`src/rtl/mshr_pkg.sv`:
```
package mshr_pkg;
    parameter int ENT_N  = 4;
    parameter int SLOT_N = 4;
    parameter int SUB_N  = 4;
    parameter int SUB_W  = 32;
    parameter int BLK_W  = 28;
    parameter int DEST_W = 6;
    parameter int SIZE_W = 2;

    localparam int ENT_IW  = $clog2(ENT_N);
    localparam int SLOT_IW = $clog2(SLOT_N);
    localparam int SUB_IW  = $clog2(SUB_N);
    localparam int BYTE_IW = $clog2(SUB_W / 8);
    localparam int OFF_W   = SUB_IW + BYTE_IW;
    localparam int LANE_N  = SLOT_N + 1;
    localparam int LINE_W  = SUB_N * SUB_W;
    localparam int INFO_W  = 1 + SIZE_W + OFF_W + DEST_W;

    typedef struct packed {
        logic              store;
        logic [SIZE_W-1:0] size;
        logic [OFF_W-1:0]  off;
        logic [DEST_W-1:0] dest;
    } acc_t;

    typedef struct packed {
        logic valid;
        acc_t acc;
    } slot_t;

    typedef struct packed {
        logic                        valid;
        logic [BLK_W-1:0]            blk;
        logic                        pref;
        logic                        issued;
        logic [SUB_N-1:0]            arrived;
        logic [SUB_N-1:0][SUB_W-1:0] data;
        slot_t [SLOT_N-1:0]          slot;
    } entry_t;

    typedef struct packed {
        entry_t [ENT_N-1:0]           ent;
        logic [LANE_N-1:0]            fv;
        logic [LANE_N-1:0][INFO_W-1:0] fi;
        logic [LANE_N-1:0][SUB_W-1:0] fd;
        logic                         flv;
        logic [BLK_W-1:0]             flb;
        logic [LINE_W-1:0]            fld;
        logic                         flp;
    } state_t;
endpackage

```
`src/rtl/mshr_pick_first.sv`:
```
module mshr_pick_first #(
    parameter int N = 4,
    localparam int IW = (N > 1) ? $clog2(N) : 1
) (
    input  logic [N-1:0]  cand,
    output logic          found,
    output logic [IW-1:0] idx
);
    always_comb begin
        found = |cand;
        idx   = '0;
        for (int i = N - 1; i >= 0; i--) begin
            if (cand[i]) idx = IW'(i);
        end
    end
endmodule

```
`src/rtl/mshr_tag_match.sv`:
```
module mshr_tag_match #(
    parameter int N = 4,
    parameter int W = 28
) (
    input  logic [N-1:0]   live,
    input  logic [N*W-1:0] tags,
    input  logic [W-1:0]   probe,
    output logic [N-1:0]   hit
);
    for (genvar i = 0; i < N; i++) begin : g_cmp
        assign hit[i] = live[i] && (tags[i*W +: W] == probe);
    end
endmodule

```
`src/rtl/mshr_file.sv`:
```
module mshr_file
    import mshr_pkg::*;
(
    input  logic                     clk,
    input  logic                     rst_n,
    input  logic                     req_valid,
    input  logic [BLK_W-1:0]         req_blk,
    input  logic                     req_pref,
    input  logic                     req_store,
    input  logic [SIZE_W-1:0]        req_size,
    input  logic [OFF_W-1:0]         req_off,
    input  logic [DEST_W-1:0]        req_dest,
    output logic                     req_stall,
    output logic                     mem_req_valid,
    output logic [BLK_W-1:0]         mem_req_blk,
    output logic [ENT_IW-1:0]        mem_req_id,
    input  logic                     rfl_valid,
    input  logic [ENT_IW-1:0]        rfl_id,
    input  logic [SUB_IW-1:0]        rfl_sub,
    input  logic [SUB_W-1:0]         rfl_data,
    output logic [LANE_N-1:0]        fwd_valid,
    output logic [LANE_N*INFO_W-1:0] fwd_info,
    output logic [LANE_N*SUB_W-1:0]  fwd_data,
    output logic                     fill_valid,
    output logic [BLK_W-1:0]         fill_blk,
    output logic [LINE_W-1:0]        fill_data,
    output logic                     fill_pref
);
    state_t s_q, s_d;

    logic [ENT_N-1:0]       live, hit_vec;
    logic [ENT_N*BLK_W-1:0] tag_flat;
    logic                   hit_any, free_any, slot_any;
    logic [ENT_IW-1:0]      hit_id, free_id;
    logic [SLOT_IW-1:0]     slot_id;
    logic [SLOT_N-1:0]      slot_open;
    logic [SUB_IW-1:0]      req_sub;
    logic                   rfl_live, rfl_last, rfl_same, closing;
    logic                   served, need_slot, take;
    acc_t                   acc;

    always_comb begin
        for (int e = 0; e < ENT_N; e++) begin
            live[e]                     = s_q.ent[e].valid;
            tag_flat[e*BLK_W +: BLK_W]  = s_q.ent[e].blk;
        end
        for (int s = 0; s < SLOT_N; s++) begin
            slot_open[s] = !s_q.ent[hit_id].slot[s].valid;
        end
    end

    mshr_tag_match #(.N(ENT_N), .W(BLK_W)) u_match (
        .live (live),
        .tags (tag_flat),
        .probe(req_blk),
        .hit  (hit_vec)
    );

    mshr_pick_first #(.N(ENT_N)) u_hit (
        .cand (hit_vec),
        .found(hit_any),
        .idx  (hit_id)
    );

    mshr_pick_first #(.N(ENT_N)) u_free (
        .cand (~live),
        .found(free_any),
        .idx  (free_id)
    );

    mshr_pick_first #(.N(SLOT_N)) u_slot (
        .cand (slot_open),
        .found(slot_any),
        .idx  (slot_id)
    );

    // Request decision: merge, answer directly, claim an entry, or stall.
    always_comb begin
        req_sub   = req_off[OFF_W-1 -: SUB_IW];
        acc       = '{store: req_store, size: req_size, off: req_off, dest: req_dest};
        rfl_live  = rfl_valid && s_q.ent[rfl_id].valid;
        rfl_last  = rfl_live &&
                    (&(s_q.ent[rfl_id].arrived | (SUB_N'(1) << rfl_sub)));
        rfl_same  = rfl_live && (rfl_id == hit_id);
        closing   = hit_any && rfl_same && rfl_last;
        served    = hit_any && !req_pref &&
                    (s_q.ent[hit_id].arrived[req_sub] || (rfl_same && rfl_sub == req_sub));
        need_slot = hit_any && !req_pref && !served;
        req_stall = req_valid &&
                    (hit_any ? (closing || (need_slot && !slot_any)) : !free_any);
        take          = req_valid && !req_stall;
        mem_req_valid = take && !hit_any;
        mem_req_blk   = req_blk;
        mem_req_id    = free_id;
    end

    // Next state.
    always_comb begin
        s_d     = s_q;
        s_d.fv  = '0;
        s_d.fi  = '0;
        s_d.fd  = '0;
        s_d.flv = 1'b0;

        if (rfl_live) begin
            s_d.ent[rfl_id].data[rfl_sub]    = rfl_data;
            s_d.ent[rfl_id].arrived[rfl_sub] = 1'b1;
            for (int s = 0; s < SLOT_N; s++) begin
                if (s_q.ent[rfl_id].slot[s].valid &&
                    s_q.ent[rfl_id].slot[s].acc.off[OFF_W-1 -: SUB_IW] == rfl_sub) begin
                    s_d.fv[s]                        = 1'b1;
                    s_d.fi[s]                        = s_q.ent[rfl_id].slot[s].acc;
                    s_d.fd[s]                        = rfl_data;
                    s_d.ent[rfl_id].slot[s].valid    = 1'b0;
                end
            end
            if (rfl_last) begin
                s_d.flv         = 1'b1;
                s_d.flb         = s_q.ent[rfl_id].blk;
                s_d.fld         = s_d.ent[rfl_id].data;
                s_d.flp         = s_q.ent[rfl_id].pref;
                s_d.ent[rfl_id] = '0;
            end
        end

        if (take && hit_any && !req_pref) begin
            s_d.ent[hit_id].pref = 1'b0;
            if (served) begin
                s_d.fv[SLOT_N] = 1'b1;
                s_d.fi[SLOT_N] = acc;
                s_d.fd[SLOT_N] = s_q.ent[hit_id].arrived[req_sub] ?
                                 s_q.ent[hit_id].data[req_sub] : rfl_data;
            end else begin
                s_d.ent[hit_id].slot[slot_id].valid = 1'b1;
                s_d.ent[hit_id].slot[slot_id].acc   = acc;
            end
        end

        if (take && !hit_any) begin
            s_d.ent[free_id]        = '0;
            s_d.ent[free_id].valid  = 1'b1;
            s_d.ent[free_id].blk    = req_blk;
            s_d.ent[free_id].pref   = req_pref;
            s_d.ent[free_id].issued = 1'b1;
            if (!req_pref) begin
                s_d.ent[free_id].slot[0].valid = 1'b1;
                s_d.ent[free_id].slot[0].acc   = acc;
            end
        end
    end

    always_ff @(posedge clk) begin
        if (!rst_n) s_q <= '0;
        else        s_q <= s_d;
    end

    assign fwd_valid  = s_q.fv;
    assign fwd_info   = s_q.fi;
    assign fwd_data   = s_q.fd;
    assign fill_valid = s_q.flv;
    assign fill_blk   = s_q.flb;
    assign fill_data  = s_q.fld;
    assign fill_pref  = s_q.flp;
endmodule

```
`config.mk`:
```
export PLATFORM = sky130hd
export DESIGN_NAME = mshr_file
export DESIGN_NICKNAME = d
export VERILOG_FILES = /design/src/rtl/mshr_pkg.sv /design/src/rtl/mshr_pick_first.sv /design/src/rtl/mshr_tag_match.sv /design/src/rtl/mshr_file.sv
export SDC_FILE = /design/constraint.sdc
export NUM_CORES = 2
export LEC_CHECK = 0
export BUFFER_PORTS_ARGS = -buffer_cell sky130_fd_sc_hd__buf_2
export CAP_MARGIN = 20
export CORE_MARGIN = 5
export CORE_UTILIZATION = 35
export CTS_BUF_LIST = sky130_fd_sc_hd__clkbuf_4 sky130_fd_sc_hd__clkbuf_8
export CTS_CLUSTER_DIAMETER = 80
export CTS_CLUSTER_SIZE = 12
export DETAILED_ROUTE_END_ITERATION = 8
export SLEW_MARGIN = 40
export SYNTH_ARGS = -nofsm -noshare
export SYNTH_HDL_FRONTEND = slang
export SYNTH_SLANG_ARGS = --single-unit
export TNS_END_PERCENT = 10
```
`constraint.sdc`:
```
create_clock -name clk -period 8.45 [get_ports clk]
set_input_delay 0.845 -clock clk [delete_from_list [all_inputs] [get_ports clk]]
set_output_delay 0.845 -clock clk [all_outputs]
set_load 0.01 [all_outputs]
```
==> parameters.txt <==
Parameter                              Value

Status
  Run status    finished clean

Setup path
  RR Startpoint    s_q[1042]
  Reg2Reg Capture Point    fwd_data[140]
  Startpoint type of the worst setup path    flop
  Endpoint type of the worst setup path    output port
  Worst path required time    between 7000 and 8000 ps
  Worst Path Arrival    roughly 5500 ps
  R2R Setup Slk    3050 ps
  CP Max Fanout    60
  Worst reg-to-reg path cell count    13
  Worst setup path class    reg2out

Clocking
  Count of clock tree sinks    1260
  Number of buffers inserted to repair setup after CTS    0
  TritonCTS clock tree    yes
  Hold-fix buffer count after cts    0
  # H-tree levels    3
  Count of instances resized after the clock tree is built    0
  Register clock-pin slew on the reported worst setup and hold paths    ~80 ps
  Total CTS buffers    between 100 and 150
  Root buf cell    sky130_fd_sc_hd__clkbuf_8
  Clock latency on the worst-skew pair    around 900 ps
  Bufs on Longest Clock Path    3

Detailed routing
  Number of detailed-routing iterations run before antenna repair    8
  Avg WL per Cell    28.54 µm
  Number of antenna-violating nets in the routed design    0
  Detail-routed via count per cell    6.032
  Number of remaining DRC errors    0
  Routed wire length    230.7 mm
  Number of vias after detailed routing    48780
  DRT iter0 DRCs    6141

Synthesis
  Post-synth top area share    43.36%
  Sequential fraction of the synthesis area    a little over two fifths
  Synthesized instance count    6222
  Synth Area in Compound Gates    between 10% and 20%
  FF+latch count, synth    1260
  Mean cell area of the mapped netlist    9.349 µm²
  Predominant post-synthesis flop cell    sky130_fd_sc_hd__dfxtp_1
  Post-synthesis adder-cell area fraction    0%
  Post-synthesis mux area share    12.43%
  Proportion of synthesized flip-flops having asynchronous set or reset    0%
  Dominant combinational cell family by area after synthesis    compound AO/OA/AOI/OAI gates
  Area of the mapped netlist    58170 µm²
  Area leader, netlist    sky130_fd_sc_hd__dfxtp_1
  Synthesized netlist net count    6304
  Xor and xnor fraction of the mapped netlist area    under 10%
  Main area contributors after synthesis    sky130_fd_sc_hd__dfxtp_1 (43%), sky130_fd_sc_hd__mux4_2 (8.4%), sky130_fd_sc_hd__a22oi_1 (6.6%)
  EDFF count, synth    0
  Number of warnings issued by yosys    0
  Simple-gate portion of the synthesized area    15.26%
  Number of distinct library cells after synthesis    81

Floorplan
  Cell Rows    149
  Width of the die    roughly 420 µm
  Die Footprint    174500 µm²
  Count of boundary I/O pins    around 500
  Core footprint    165200 µm²
  Die height    417.7 µm
  Starting Density    35.22%

Timing
  Shortest period the worst path allows    6385 ps
  Post-Route Skew    approximately 53 ps
  Max_slew headroom    a little under a fifth
  FMAX    around 160 MHz
  Transition time at the pin with the least slew margin    1228 ps
  RSZ-0062 raised after global routing    false
  Fin Setup TNS    0 ps
  Slew Limit Fails    0
  Endpoints failing setup    0
  Final worst hold slack    312.9 ps
  Share of the cycle needed by the critical path after routing    approximately three quarters
  Final hold vios    0

Global routing
  Met3 layer usage reported by global route    5.854%
  Met1 Resource Use GR    30.93%
  Tot GR Track Use    25.04%
  Initial antenna violation count    14
  GRT Max-Usage Layer    met2
  Met2 routing resource usage after global routing    slightly below 40%
  Wire length of the first global-routing pass    328.9 mm
  Total overflow reported by the global router    0
  Largest net degree at the start of global routing    ~130
  Vias in the first global route    46680

Job
  Maximum Capacitance Violations    0

Hold path
  Hold Startpoint    req_off[0]
  Path type of the worst min-delay path    in2reg
  Hold Path Sink    s_q[1065]
  Worst hold path stage count    3

Pwr
  VDD IR-drop max    between 0.0001 and 0.00015 V
  Leakage power of the design    23.27 nW
  Cell-internal power    7.489 mW
  Switching power    2.791 mW
  Switching Fraction    roughly 27%
  Ratio of total power to cell area    168.8 nW/µm²
  Clock Power Share    33.4%
  Combinational cell fraction of total power    8.2%
  Seq pwr share    around three fifths
  Overall power    approximately 10 mW

Cells and area
  Number of inserted filler cells in the final layout    16640
  Share of layout cells above drive strength 1    17.99%
  Fin nets    5956
  Signed area change from the synthesized netlist to the final layout    4.711%

Place
  DPL Wire Length    around 140 mm
  Global placer's final weighted congestion    0.9682
  Total of buffers placed on input and output ports    501
==> cells by family (layout without fill, tap and decap cells) <==
group           after synthesis  count (layout)
buf+inv                    1093             759
flops                      1260            1260
other cells                   0               9
simple gates               1947            1947
compound gates             1358            1358
xor+xnor                    113             113
mux                         451             451
==> state kept, by name (all words and copies together), names as in the netlist <==
register    flops
s_q           868
fwd_data      160
fill_data     128
fwd_info       65
fill_blk       28
fwd_valid       5
live            4
fill_pref       1
fill_valid      1
==> critical path: stages (launching register included) <==
cell	delay (ps)
sky130_fd_sc_hd__dfxtp_1	350
sky130_fd_sc_hd__xnor2_1	400
sky130_fd_sc_hd__nand4_1	220
sky130_fd_sc_hd__nor4_2	420
sky130_fd_sc_hd__nand4_1	410
sky130_fd_sc_hd__a211oi_4	330
sky130_fd_sc_hd__buf_4	670
sky130_fd_sc_hd__xor2_1	200
sky130_fd_sc_hd__nor4_1	290
sky130_fd_sc_hd__and3_1	560
sky130_fd_sc_hd__and4bb_2	340
sky130_fd_sc_hd__o311a_1	290
sky130_fd_sc_hd__buf_2	170
==> routing by layer <==
layer | up-vias | wire length (µm)
met5 | - | 12
met4 | 2 | 15720
met3 | 646 | 23100
met2 | 3003 | 104600
met1 | 24170 | 87310
li1 | 20950 | -
==> cells in the final DEF, fill, tap and decap left out, types with 11 or more instances in the layout <==
| master | count |
|---|---|
| sky130_fd_sc_hd__dfxtp_1 | 1260 |
| sky130_fd_sc_hd__nor2_1 | 660 |
| sky130_fd_sc_hd__nand2_1 | 585 |
| sky130_fd_sc_hd__a22oi_1 | 513 |
| sky130_fd_sc_hd__buf_2 | 496 |
| sky130_fd_sc_hd__mux2i_1 | 233 |
| sky130_fd_sc_hd__and2_1 | 226 |
| sky130_fd_sc_hd__mux4_2 | 217 |
| sky130_fd_sc_hd__nand3_1 | 214 |
| sky130_fd_sc_hd__o21ai_0 | 199 |
| sky130_fd_sc_hd__a221oi_1 | 128 |
| sky130_fd_sc_hd__clkbuf_8 | 122 |
| sky130_fd_sc_hd__xnor2_1 | 107 |
| sky130_fd_sc_hd__a21oi_1 | 105 |
| sky130_fd_sc_hd__a311oi_1 | 95 |
| sky130_fd_sc_hd__buf_4 | 81 |
| sky130_fd_sc_hd__a21boi_0 | 67 |
| sky130_fd_sc_hd__o211a_1 | 66 |
| sky130_fd_sc_hd__a22o_1 | 55 |
| sky130_fd_sc_hd__o211ai_1 | 47 |
| sky130_fd_sc_hd__nand4_1 | 45 |
| sky130_fd_sc_hd__nand3b_1 | 39 |
| sky130_fd_sc_hd__o2bb2ai_1 | 39 |
| sky130_fd_sc_hd__nand2b_1 | 22 |
| sky130_fd_sc_hd__inv_1 | 21 |
| sky130_fd_sc_hd__nor2_2 | 18 |
| sky130_fd_sc_hd__nor3_1 | 17 |
| sky130_fd_sc_hd__and3_1 | 11 |
==> final cells by class <==
class | instances | area, µm² | area share, %
multi-input combinational | 3869 | 27530 | 45.20
sequential | 1260 | 25220 | 41.41
timing repair buffer | 601 | 3496 | 5.739
tap | 2189 | 2739 | 4.497
clock buffer | 123 | 1687 | 2.769
clock inverter | 10 | 107.6 | 0.1767
inverter | 25 | 101.3 | 0.1664
antenna | 9 | 22.52 | 0.03698
==> power groups by stage <==
stage	Sequential, mW	Clock [mW]	Combinational [mW]
floorplan	6.12	0	0.507
detailed placement	6.14	0	0.817
global route	6.00	3.72	0.873
global placement	6.14	0	0.807
finish	6.00	3.44	0.843
CTS	6.00	3.51	0.820
==> per-stage QoR <==
stage	utilization, %	cells	worst slack [ps]	cell area, µm²
finish	36.88	8086	2065	60910
global placement	35.63	7940	2358	58850
global route	36.87	8083	1818	60900
CTS	36.80	8074	2104	60790
detailed placement	35.72	7941	2406	59000
floorplan	-	6222	3642	58170
==> worst max-delay path by stage <==
stage,from,end,slack (ps)
global placement,req_blk[25],fwd_data[145],2360
CTS,s_q[603],req_stall,2100
finish,s_q[1042],req_stall,2070
global route,s_q[1042],req_stall,1820
detailed placement,req_blk[25],req_stall,2410
floorplan,req_blk[6],req_stall,3640
==> Yosys cell counts (all sizes together), types with 95 or more instances <==
library cell and instances:
mux2i 233, nand3 221, xnor2 107, a22oi 514, nand2 600, a221oi 128
a311oi 95, and2 230, clkbuf 529, dfxtp 1260, o21ai 205, nor2 684
a21oi 108, buf 539, mux4 217
(Power assumes the default switching activity.)
